**src/rtl/halt_pkg.sv**
```systemverilog
package halt_pkg;
  typedef enum logic [1:0] {
    ST_RUN   = 2'd0,
    ST_DRAIN = 2'd1,
    ST_SUSP  = 2'd2
  } halt_st_e;

  // Even lanes carry transmit traffic, odd lanes receive traffic.
  function automatic bit lane_is_rx(input int idx);
    return (idx % 2) == 1;
  endfunction
endpackage

```
**src/rtl/halt_fsm.sv**
```systemverilog
module halt_fsm
  import halt_pkg::*;
#(
  parameter int NDIR = 2
) (
  input  logic            clk,
  input  logic            rst_n,
  input  logic            req_wr,
  input  logic            req_wdata,
  input  logic            fast_mode,
  input  logic [NDIR-1:0] lane_quiet,
  output logic            run,
  output logic            drain_full,
  output logic            fast_lat,
  output logic            susp
);
  halt_st_e st_q;
  logic     fast_q;
  logic     set_req;
  logic     clr_req;

  assign set_req = req_wr && req_wdata;
  assign clr_req = req_wr && !req_wdata;

  always_ff @(posedge clk) begin
    if (!rst_n) begin
      st_q   <= ST_RUN;
      fast_q <= 1'b0;
    end else begin
      unique case (st_q)
        ST_RUN: begin
          if (set_req) begin
            st_q   <= ST_DRAIN;
            fast_q <= fast_mode;   // mode sampled only here
          end
        end
        ST_DRAIN: begin
          if (clr_req)          st_q <= ST_RUN;
          else if (&lane_quiet) st_q <= ST_SUSP;
        end
        ST_SUSP: begin
          if (clr_req) st_q <= ST_RUN;
        end
        default: st_q <= ST_RUN;
      endcase
    end
  end

  assign run        = (st_q == ST_RUN);
  assign susp       = (st_q == ST_SUSP);
  assign drain_full = (st_q == ST_DRAIN) && !fast_q;
  assign fast_lat   = fast_q;
endmodule

```
**src/rtl/halt_lane.sv**
```systemverilog
module halt_lane #(
  parameter bit IS_RX = 1'b0
) (
  input  logic run,
  input  logic drain_full,
  input  logic fast_lat,
  input  logic dma_busy,
  input  logic wire_busy,
  input  logic fifo_empty,
  output logic may_pkt,
  output logic may_dma,
  output logic quiet
);
  logic drain_ok;

  // In-flight work must end; in full-drain mode the FIFO must also be empty.
  assign quiet    = !dma_busy && !wire_busy && (fast_lat || fifo_empty);
  // Step that moves the FIFO toward empty stays open during a full drain.
  assign drain_ok = drain_full && !fifo_empty;

  generate
    if (IS_RX) begin : g_rx
      assign may_pkt = run;
      assign may_dma = run || drain_ok;
    end else begin : g_tx
      assign may_pkt = run || drain_ok;
      assign may_dma = run;
    end
  endgenerate
endmodule

```
**src/rtl/orderly_halt.sv**
```systemverilog
module orderly_halt
  import halt_pkg::*;
#(
  parameter int NDIR = 2
) (
  input  logic            clk,
  input  logic            rst_n,
  input  logic            req_wr,
  input  logic            req_wdata,
  input  logic            fast_mode,
  input  logic [NDIR-1:0] dma_busy,
  input  logic [NDIR-1:0] wire_busy,
  input  logic [NDIR-1:0] fifo_empty,
  output logic [NDIR-1:0] may_pkt,
  output logic [NDIR-1:0] may_dma,
  output logic            susp_rd
);
  logic            run;
  logic            drain_full;
  logic            fast_lat;
  logic [NDIR-1:0] lane_quiet;

  halt_fsm #(.NDIR(NDIR)) u_fsm (
    .clk       (clk),
    .rst_n     (rst_n),
    .req_wr    (req_wr),
    .req_wdata (req_wdata),
    .fast_mode (fast_mode),
    .lane_quiet(lane_quiet),
    .run       (run),
    .drain_full(drain_full),
    .fast_lat  (fast_lat),
    .susp      (susp_rd)
  );

  for (genvar i = 0; i < NDIR; i++) begin : g_lane
    halt_lane #(.IS_RX(lane_is_rx(i))) u_lane (
      .run       (run),
      .drain_full(drain_full),
      .fast_lat  (fast_lat),
      .dma_busy  (dma_busy[i]),
      .wire_busy (wire_busy[i]),
      .fifo_empty(fifo_empty[i]),
      .may_pkt   (may_pkt[i]),
      .may_dma   (may_dma[i]),
      .quiet     (lane_quiet[i])
    );
  end
endmodule

```
**config.mk**
```make
export PLATFORM = sky130hd
export DESIGN_NAME = orderly_halt
export DESIGN_NICKNAME = d
export VERILOG_FILES = /design/src/rtl/halt_pkg.sv /design/src/rtl/halt_fsm.sv /design/src/rtl/halt_lane.sv /design/src/rtl/orderly_halt.sv
export SDC_FILE = /design/constraint.sdc
export NUM_CORES = 1
export LEC_CHECK = 0
export ABC_CLOCK_PERIOD_IN_PS = 1080
export BUFFER_PORTS_ARGS = -buffer_cell sky130_fd_sc_hd__buf_2
export CAP_MARGIN = 20
export CORE_AREA = 2 2 39 41
export DETAILED_ROUTE_END_ITERATION = 8
export DIE_AREA = 0 0 41 43
export MAX_ROUTING_LAYER = met4
export PLACE_DENSITY = 0.39
export REMOVE_ABC_BUFFERS = 1
export SETUP_SLACK_MARGIN = 0.2
export SYNTH_ARGS = -nofsm -noshare
export SYNTH_HDL_FRONTEND = slang
export SYNTH_SLANG_ARGS = --single-unit
```
**constraint.sdc**
```tcl
create_clock -name clk -period 1.08 [get_ports clk]
set_input_delay 0.054 -clock clk [delete_from_list [all_inputs] [get_ports clk]]
set_output_delay 0.054 -clock clk [all_outputs]
set_load 0.005 [all_outputs]
```
Word-level counts from Yosys, hierarchy flattened
Index checks and enable logic that the tools add are counted.
{"block": "op_classes", "eq_ne": 5, "reduce_logical": 25, "muxes": 5}
{"op": "1-bit logical AND", "n": 9}
{"op": "1-bit logical NOT", "n": 8}
{"op": "2-bit two-way mux", "n": 4}
{"op": "2-bit case mux with 3 select lines", "n": 1}
{"op": "1-bit logical OR", "n": 4}
{"op": "2-bit AND reduction", "n": 2}
{"op": "3-bit by 1-bit inequality test with 1-bit output (second input constant)", "n": 1}
{"op": "3-bit AND reduction", "n": 1}
{"op": "2-bit by 1-bit == test with 1-bit output (second input constant)", "n": 1}
{"op": "2-bit == test (second input constant)", "n": 1}
{"op": "2-bit logical NOT", "n": 1}
{"op": "2-bit by 1-bit inequality test with 1-bit output (second input constant)", "n": 1}
{"op": "2-bit inequality test (second input constant)", "n": 1}
{"block": "totals", "reg_bits": 3, "word_cells": 37, "input_bits": 11, "output_inout_bits": 5}

Depth between registers and ports, before layout
Gate-level depths: netlist (run 1).
{"block": "depth", "ltp_word": 7, "depth_mapped": 3, "ltp_nobuf": 3}

By module
From an unflattened synthesis (run 1), not the netlist that was laid out.
{"block": "hier_totals", "hier_cells": 28, "hier_area_um2": 234.0}
{"module": "halt_fsm", "n_inst": 1, "cells_each": 18, "area_each_um2": 168.9, "seq_area_each_um2": 60.1}
{"module": "halt_lane", "n_inst": 2, "cells_each": 5, "area_each_um2": 32.5, "seq_area_each_um2": 0.0}

Least setup slack after synthesis (run 1)
OpenSTA, ideal clock, no wires.
{"block": "synth_timing", "path_type": "register -> register", "start": "register u_fsm.st_q[0]", "end": "register u_fsm.st_q[1]", "path_buffers": 0, "setup_ns": 0.058, "path_stages_with_launch": 4, "setup_slack_ns": 0.213, "period_less_slack_ns": 0.867, "t_arrival_ns": 0.809, "t_required_ns": 1.022, "path_cell_list": "dfxtp_1 nand2b_1 nor4_2 o21ba_1"}
{"block": "synth_via", "elab_chain_cells": 3, "elab_cells_between_ends": 8, "classes_between": "eq/ne (5); mux (1); reduce/logical (2)"}
{"element": "start, declared", "line_no": "halt_fsm.sv:17", "source": "halt_st_e st_q;"}
{"element": "start signal, assigned", "line_no": "halt_fsm.sv:27", "source": "st_q <= ST_RUN;"}
{"element": "start signal, assigned", "line_no": "halt_fsm.sv:33", "source": "st_q <= ST_DRAIN;"}
{"element": "start signal, assigned", "line_no": "halt_fsm.sv:38", "source": "if (clr_req) st_q <= ST_RUN;"}
{"element": "2-bit by 1-bit == test with 1-bit output, or another cell as far along", "line_no": "halt_fsm.sv:30", "source": "unique case (st_q)"}
{"element": "3-bit by 1-bit inequality test with 1-bit output (no source line), or another cell as far along"}
{"element": "3-bit AND reduction (no source line)"}
Parallel ways exist; a longest one is shown, timed or not.
A chain may end at the register's enable or synchronous reset.

Worst setup path in the final report (run 1)
{"block": "layout_timing", "start": "register u_fsm.st_q[0]", "end": "output may_pkt[0]"}
{"block": "layout_via", "elab_chain_cells": 4, "elab_cells_between_ends": 5, "classes_between": "eq/ne (1); reduce/logical (4)"}
{"element": "2-bit by 1-bit == test with 1-bit output", "line_no": "halt_fsm.sv:51", "source": "assign drain_full = (st_q == ST_DRAIN) && !fast_q;"}
{"element": "1-bit logical AND", "line_no": "halt_fsm.sv:51"}
{"element": "1-bit logical AND", "line_no": "halt_lane.sv:19", "source": "assign drain_ok = drain_full && !fifo_empty;"}
{"element": "1-bit logical OR (*)", "line_no": "halt_lane.sv:26", "source": "assign may_pkt = run || drain_ok;"}
{"element": "end, declared", "line_no": "orderly_halt.sv:14", "source": "output logic [NDIR-1:0] may_pkt,"}
Mark *: on every way between the ends. The rest lies on a longest branch, timed or not.

==> results.sh, run 1 <==
export IMPL_finalCritPeriodShare=0.938
export IMPL_timing_hold_ws_ns=0.0675
export IMPL_place_ws_ns=0.120
export IMPL_numCtsBuffers=3
export IMPL_grt_busiest_layer="met1"
export IMPL_met2_usage=0.0781
export IMPL_max_freq_mhz=987
export IMPL_synth_edf_count=0
export IMPL_start_util=0.156
export IMPL_core_um2=1380
export IMPL_cp_required_ns=1.03
export IMPL_netlist_instances=27
export IMPL_vias=249
export IMPL_cp_arrival_ns=0.96
export IMPL_cts_max_level=1
export IMPL_p_leak_nw=0.169
export IMPL_finalSetupViolations=0
export IMPL_wirelength_um=580
export IMPL_synth_top_area_frac=0.277
export IMPL_detail_route_antenna_nets=0
export IMPL_max_slew_margin_rel=0.840
export IMPL_fin_nets=58
export IMPL_outcome="complete, no violations"
export IMPL_regArea_um2=66.3
export IMPL_antenna_found_initial=0
export IMPL_final_layout_size_suffix_gt1_frac=0.652
export IMPL_maxCapViolCount=0
export IMPL_rsz0062_at_grt="true"
export IMPL_hold_path_class="in -> reg"
export IMPL_dieArea_um2=1760
export IMPL_power_density_nw_per_um2=1090
export IMPL_crit_path_max_fanout=4
export IMPL_ys_ff_latch=3
export IMPL_die_y_um=43
export IMPL_met1_usage=0.103
export IMPL_worst_setup_path_end_kind="output pin"
export IMPL_hold_viol=0
export IMPL_syn_area_um2=216
export IMPL_num_rows=14
export IMPL_synthToLayoutAreaGrowth_pct=67.1
export IMPL_criticalPathCategory="reg -> out"
export IMPL_drt_initial_drc_count=3
export IMPL_avgRoutedWirePerCell_um=9.35
export IMPL_ios=16
export IMPL_nFillCells=162
export IMPL_grt_pass1_wl_um=855
export IMPL_grt_remaining_overflow=0
export IMPL_cts_tree="built"
export IMPL_use_met3=0.0209
export IMPL_worst_pin_slew_ns=0.237
export IMPL_synth_distinct_cells=18
export IMPL_clkTransAtPathRegs_ns=0.04
export IMPL_cts_sinks=3
export IMPL_clockBufferDepth=2
export IMPL_yosysTopAreaCell="dfxtp_1"
export IMPL_grt_use_total=0.0781
export IMPL_synth_seq_area_share=0.277
export IMPL_grt_pass1_vias=224
export IMPL_ys_warn_count=0
export IMPL_dr_pass1_iters=2
export IMPL_synthTopCellsByArea="dfxtp_1, buf_4, nor2_1"
export IMPL_drc=0
export IMPL_start_kind="register"
export IMPL_clk_latency_ns=0.23
export IMPL_layout_min_cycle_time_ns=1.01
export IMPL_gp_congestion=0.613
export IMPL_numPortBuffers=15
export IMPL_yosys_most_used_dff="dfxtp_1"
export IMPL_syn_area_per_cell_um2=8.02
export IMPL_num_antenna_cells=0
export IMPL_layout_setup_ws_ns=0.0665
export IMPL_fin_worst_skew_ns=0.00161
export IMPL_yosys_top_cells_count="buf_4, nor2_1, dfxtp_1"
export IMPL_multiInputGateArea_um2=136
export IMPL_dieWidth_um=41
export IMPL_async_reset_ff_frac=0
export IMPL_finalMaxSlewViolations=0
export IMPL_hpwlAfterDp_um=432
export IMPL_grt_start_max_net_pins=8
export IMPL_drt_vias_per_instance=4.02
export IMPL_cts_hold_buf=0
export IMPL_root_buffer="clkbuf_4"
export IMPL_fin_setup_tns_ns=0
export IMPL_peakVddDrop_mv=0.385
## cell families (layout without fill, tap and decap cells)
kind of cell,after synthesis,in the layout,synth area share
and+or+nand+nor,12,12,0.335
AOI/OAI and AO/OA,7,7,0.231
buffers and inverters,5,24,0.156
DFF,3,3,0.277
## flip-flops by register name, indices dropped and copies added, names as in the netlist
signal and flops:
u_fsm.fast_lat 1, u_fsm.st_q 2
## final cells by class
type                       instances  share of cell area
sequential                         3               0.183
inverter                           1              0.0104
clock buffer                       4              0.0727
tap                               16              0.0554
timing repair buffer              19               0.301
multi-input combinational         19               0.377
## stage by stage
step                      total power, mW  instances  cell area (µm²)  utilization
after floorplan                     0.147         23              186            -
after global routing                0.427         62              362        0.261
after global placement              0.185         55              289        0.209
final                               0.393         62              362        0.261
after detailed placement            0.185         55              289        0.209
after CTS                           0.405         62              358        0.259
## worst paths after layout
check / from / slack [ns] / cells after the start / end
setup / recovery: u_fsm.st_q[0] / 0.07 / 4 / may_pkt[0]
hold / removal: fast_mode / 0.07 / 3 / u_fsm.fast_lat
setup reg to reg: u_fsm.st_q[0] / 0.11 / 4 / u_fsm.fast_lat
hold reg to reg: u_fsm.st_q[1] / 0.49 / 1 / u_fsm.st_q[0]
## what timing repair did
item                       CTS  global route
setup endpoints to repair    8             8
resized for setup            8             1
pin swaps                    2             2
buffers inserted             3             0
## layout by cell type, fill, tap and decap left out
cell       n
a21boi_1   1
a21oi_2    1
buf_2     15
buf_4      3
buf_6      1
clkbuf_1   1
clkbuf_4   3
dfxtp_2    2
dfxtp_4    1
inv_1      1
nand2_1    1
nand2b_1   1
nand4_1    1
nor2_1     3
nor2_2     1
nor2b_4    1
nor3_1     1
nor4_1     1
nor4_2     1
o21a_1     2
o21ai_0    1
o21ba_1    1
o31ai_1    1
or3_4      1
## critical path: stages, from the launching register on
cell and delay [ns]:
dfxtp_2 0.31, buf_6 0.11, o21a_1 0.09, nor2_1 0.09, buf_2 0.12
## report_power, final
| part | internal, mW | total [mW] | switching, mW |
|---|---|---|---|
| combinational | 0.0439 | 0.0773 | 0.0334 |
| clock | 0.139 | 0.198 | 0.0590 |
| sequential | 0.114 | 0.118 | 0.00395 |
| total | 0.297 | 0.393 | 0.0964 |
## routing by layer
| metal | up-vias | routed length (µm) |
|---|---|---|
| li1 | 133 | - |
| met1 | 101 | 273 |
| met5 | - | 0 |
| met4 | 0 | 0 |
| met2 | 15 | 220 |
| met3 | 0 | 86 |
Power figures use the tool's default switching activity.
==> inputs of run 2 (changes only) <==
--- a/config.mk
+++ b/config.mk
@@ -7,5 +7,7 @@
 export LEC_CHECK = 0
-export ABC_CLOCK_PERIOD_IN_PS = 1080
+export ABC_CLOCK_PERIOD_IN_PS = 1000
 export BUFFER_PORTS_ARGS = -buffer_cell sky130_fd_sc_hd__buf_2
 export CAP_MARGIN = 20
+export CELL_PAD_IN_SITES_DETAIL_PLACEMENT = 1
+export CELL_PAD_IN_SITES_GLOBAL_PLACEMENT = 2
 export CORE_AREA = 2 2 39 41
@@ -14,3 +16,3 @@
 export MAX_ROUTING_LAYER = met4
-export PLACE_DENSITY = 0.39
+export PLACE_DENSITY = 0.67
 export REMOVE_ABC_BUFFERS = 1
==> constraint.sdc (replaced) <==
create_clock -name clk -period 1 [get_ports clk]
set_input_delay 0.2 -clock clk [delete_from_list [all_inputs] [get_ports clk]]
set_output_delay 0.2 -clock clk [all_outputs]
set_load 0.005 [all_outputs]
==> results.sh, run 2 (synthesis gave the netlist of run 1 again) <==
export IMPL_fin_nets=59
export IMPL_failed_checks="setup timing"
export IMPL_r2r_end="u_fsm.st_q[0]"
export IMPL_holdPathStages=3
export IMPL_numCtsBuffers=3
export IMPL_criticalPathCategory="reg -> out"
export IMPL_swShare=0.254
export IMPL_rr_startpoint="u_fsm.fast_lat"
export IMPL_reg2reg_depth=3
export IMPL_grt_pass1_vias=304
export IMPL_grt_use_total=0.0936
export IMPL_worst_pin_slew_ns=0.319
export IMPL_clk_latency_ns=0.23
export IMPL_crit_path_max_fanout=4
export IMPL_finalPower_uw=422
export IMPL_max_freq_mhz=871
export IMPL_worst_setup_path_end_kind="output pin"
export IMPL_slowest_delay_ns=0.33
export IMPL_stdcell_count=63
export IMPL_vias=274
export IMPL_cpMaxStageDelayCell="dfxtp_2"
export IMPL_p_seq_frac=0.314
export IMPL_drc=0
export IMPL_ios=16
export IMPL_p_int_uw=315
export IMPL_cts_sinks=3
export IMPL_start_util=0.156
export IMPL_largest_register_ffs=2
export IMPL_gp_congestion=0.669
export IMPL_placed_cells=57
export IMPL_ff2ff_setup_slack_ns=-0.05
export IMPL_combPwrFrac=0.181
export IMPL_outcome="finished with violations"
export IMPL_p_leak_nw=0.175
export IMPL_placed_cell_area_um2=304
export IMPL_cp_required_ns=0.80
export IMPL_die_y_um=43
export IMPL_layout_commonest_cell="buf_2"
export IMPL_wirelength_um=727
export IMPL_layout_setup_ws_ns=-0.148
export IMPL_crit_chain="o21a_1 -> nor2_1 -> buf_2"
export IMPL_numPortBuffers=15
export IMPL_stdcell_area_um2=378
export IMPL_dieWidth_um=41
export IMPL_synthToLayoutAreaGrowth_pct=74.6
export IMPL_finalSetupViolations=6
export IMPL_fin_worst_skew_ns=0.00381
export IMPL_p_clk_frac=0.505
export IMPL_cts_max_level=1
export IMPL_finalMaxSlewViolations=0
export IMPL_hold_end="u_fsm.fast_lat"
export IMPL_peakVddDrop_mv=0.408
export IMPL_drt_initial_drc_count=1
export IMPL_grt_pass1_wl_um=1100
export IMPL_antenna_found_initial=0
export IMPL_grt_start_max_net_pins=7
export IMPL_hold_viol=0
export IMPL_avgRoutedWirePerCell_um=11.5
export IMPL_drt_vias_per_instance=4.35
export IMPL_post_route_util=0.273
export IMPL_max_slew_margin_rel=0.788
export IMPL_layout_min_cycle_time_ns=1.15
export IMPL_clockBufferDepth=2
export IMPL_power_density_nw_per_um2=1120
export IMPL_finalCritPeriodShare=1.15
export IMPL_final_layout_size_suffix_gt1_frac=0.638
export IMPL_grt_remaining_overflow=0
export IMPL_start_kind="register"
export IMPL_regMostFlops="u_fsm.st_q"
export IMPL_cts_tree="built"
export IMPL_final_cell_mix="buf_2, buf_4, nor2_1, clkbuf_4"
export IMPL_cp_arrival_ns=0.95
export IMPL_num_antenna_cells=0
export IMPL_root_buffer="clkbuf_4"
export IMPL_dr_pass1_iters=2
export IMPL_switchingPower_uw=107
export IMPL_detail_route_antenna_nets=0
export IMPL_num_rows=14
export IMPL_hold_path_class="in -> reg"
export IMPL_hold_path_startpoint="fast_mode"
export IMPL_maxCapViolCount=0
export IMPL_clkTransAtPathRegs_ns=0.03
export IMPL_dieArea_um2=1760
export IMPL_core_um2=1380
export IMPL_timing_hold_ws_ns=0.227
export IMPL_rsz0062_at_grt="true"
==> run 2: cell types whose count changed in the layout (fill, tap and decap cells not counted) <==
cell and change:
a21oi_1 +1, a21oi_2 -1, buf_4 +2, buf_6 -1, dfxtp_2 -1, dfxtp_4 +1, nor2_2 -1, nor2_4 +1
nor4_2 -1, nor4_4 +1
==> run 2: power by group through the flow <==
stage,Clock (mW),Combinational [mW],Sequential [mW]
detailed placement,0,0.0677,0.134
global placement,0,0.0675,0.134
global route,0.233,0.0856,0.134
finish,0.213,0.0762,0.133
CTS,0.222,0.0769,0.132
floorplan,0,0.0268,0.132
==> run 2: how the worst max path moves through the flow <==
stage | startpoint | endpoint | slack [ns] | cells after the start
2_1_floorplan | wire_busy[0] | u_fsm.st_q[0] | 0.11 | 3
3_3_place_gp | wire_busy[0] | u_fsm.st_q[1] | -0.04 | 4
3_5_place_dp | wire_busy[0] | u_fsm.st_q[0] | -0.05 | 4
4_1_cts | u_fsm.fast_lat | may_dma[1] | -0.16 | 3
5_1_grt | u_fsm.fast_lat | may_pkt[0] | -0.23 | 3
6_report | u_fsm.fast_lat | may_pkt[0] | -0.15 | 3
==> run 2: final cells by class <==
class | count | area (µm²)
tap | 16 | 20.0
fill | 180 | 1010
multi-input combinational | 19 | 146
timing repair buffer | 20 | 113
inverter | 1 | 3.75
clock buffer | 4 | 26.3
sequential | 3 | 68.8
==> run 2: through the flow <==
| stage | setup WS, ns | setup TNS, ns |
|---|---|---|
| finish | -0.148 | -0.449 |
| global route | -0.230 | -0.846 |
| CTS | -0.161 | -0.524 |
| detailed placement | -0.0489 | -0.0967 |
| global placement | -0.0353 | -0.0574 |
| floorplan | 0.114 | 0 |
==> run 2: metal layers <==
layer / wire length (µm) / up-vias / track usage / share of wire
met4: 0 / 0 / 0.0200 / 0
met2: 369 / 18 / 0.156 / 0.51
li1: - / 133 / - / -
met1: 250 / 123 / 0.0932 / 0.34
met3: 107 / 0 / 0.0471 / 0.15
met5: 0 / - / - / 0
==> run 2: worst max-delay path: cells and delay by family (launching register included) <==
family,cells,cell delay [ns]
AO/OA/AOI/OAI,1,0.19
buffers and inverters,1,0.12
AND/OR/NAND/NOR,1,0.08
flip-flops,1,0.33
==> run 2: timing repair <==
action	CTS	global route
setup endpoints to repair	8	8
resized for setup	8	2
pin swaps	0	2
hold buffers	0	0
buffers inserted	2	0
endpoints found under the hold margin	0	0
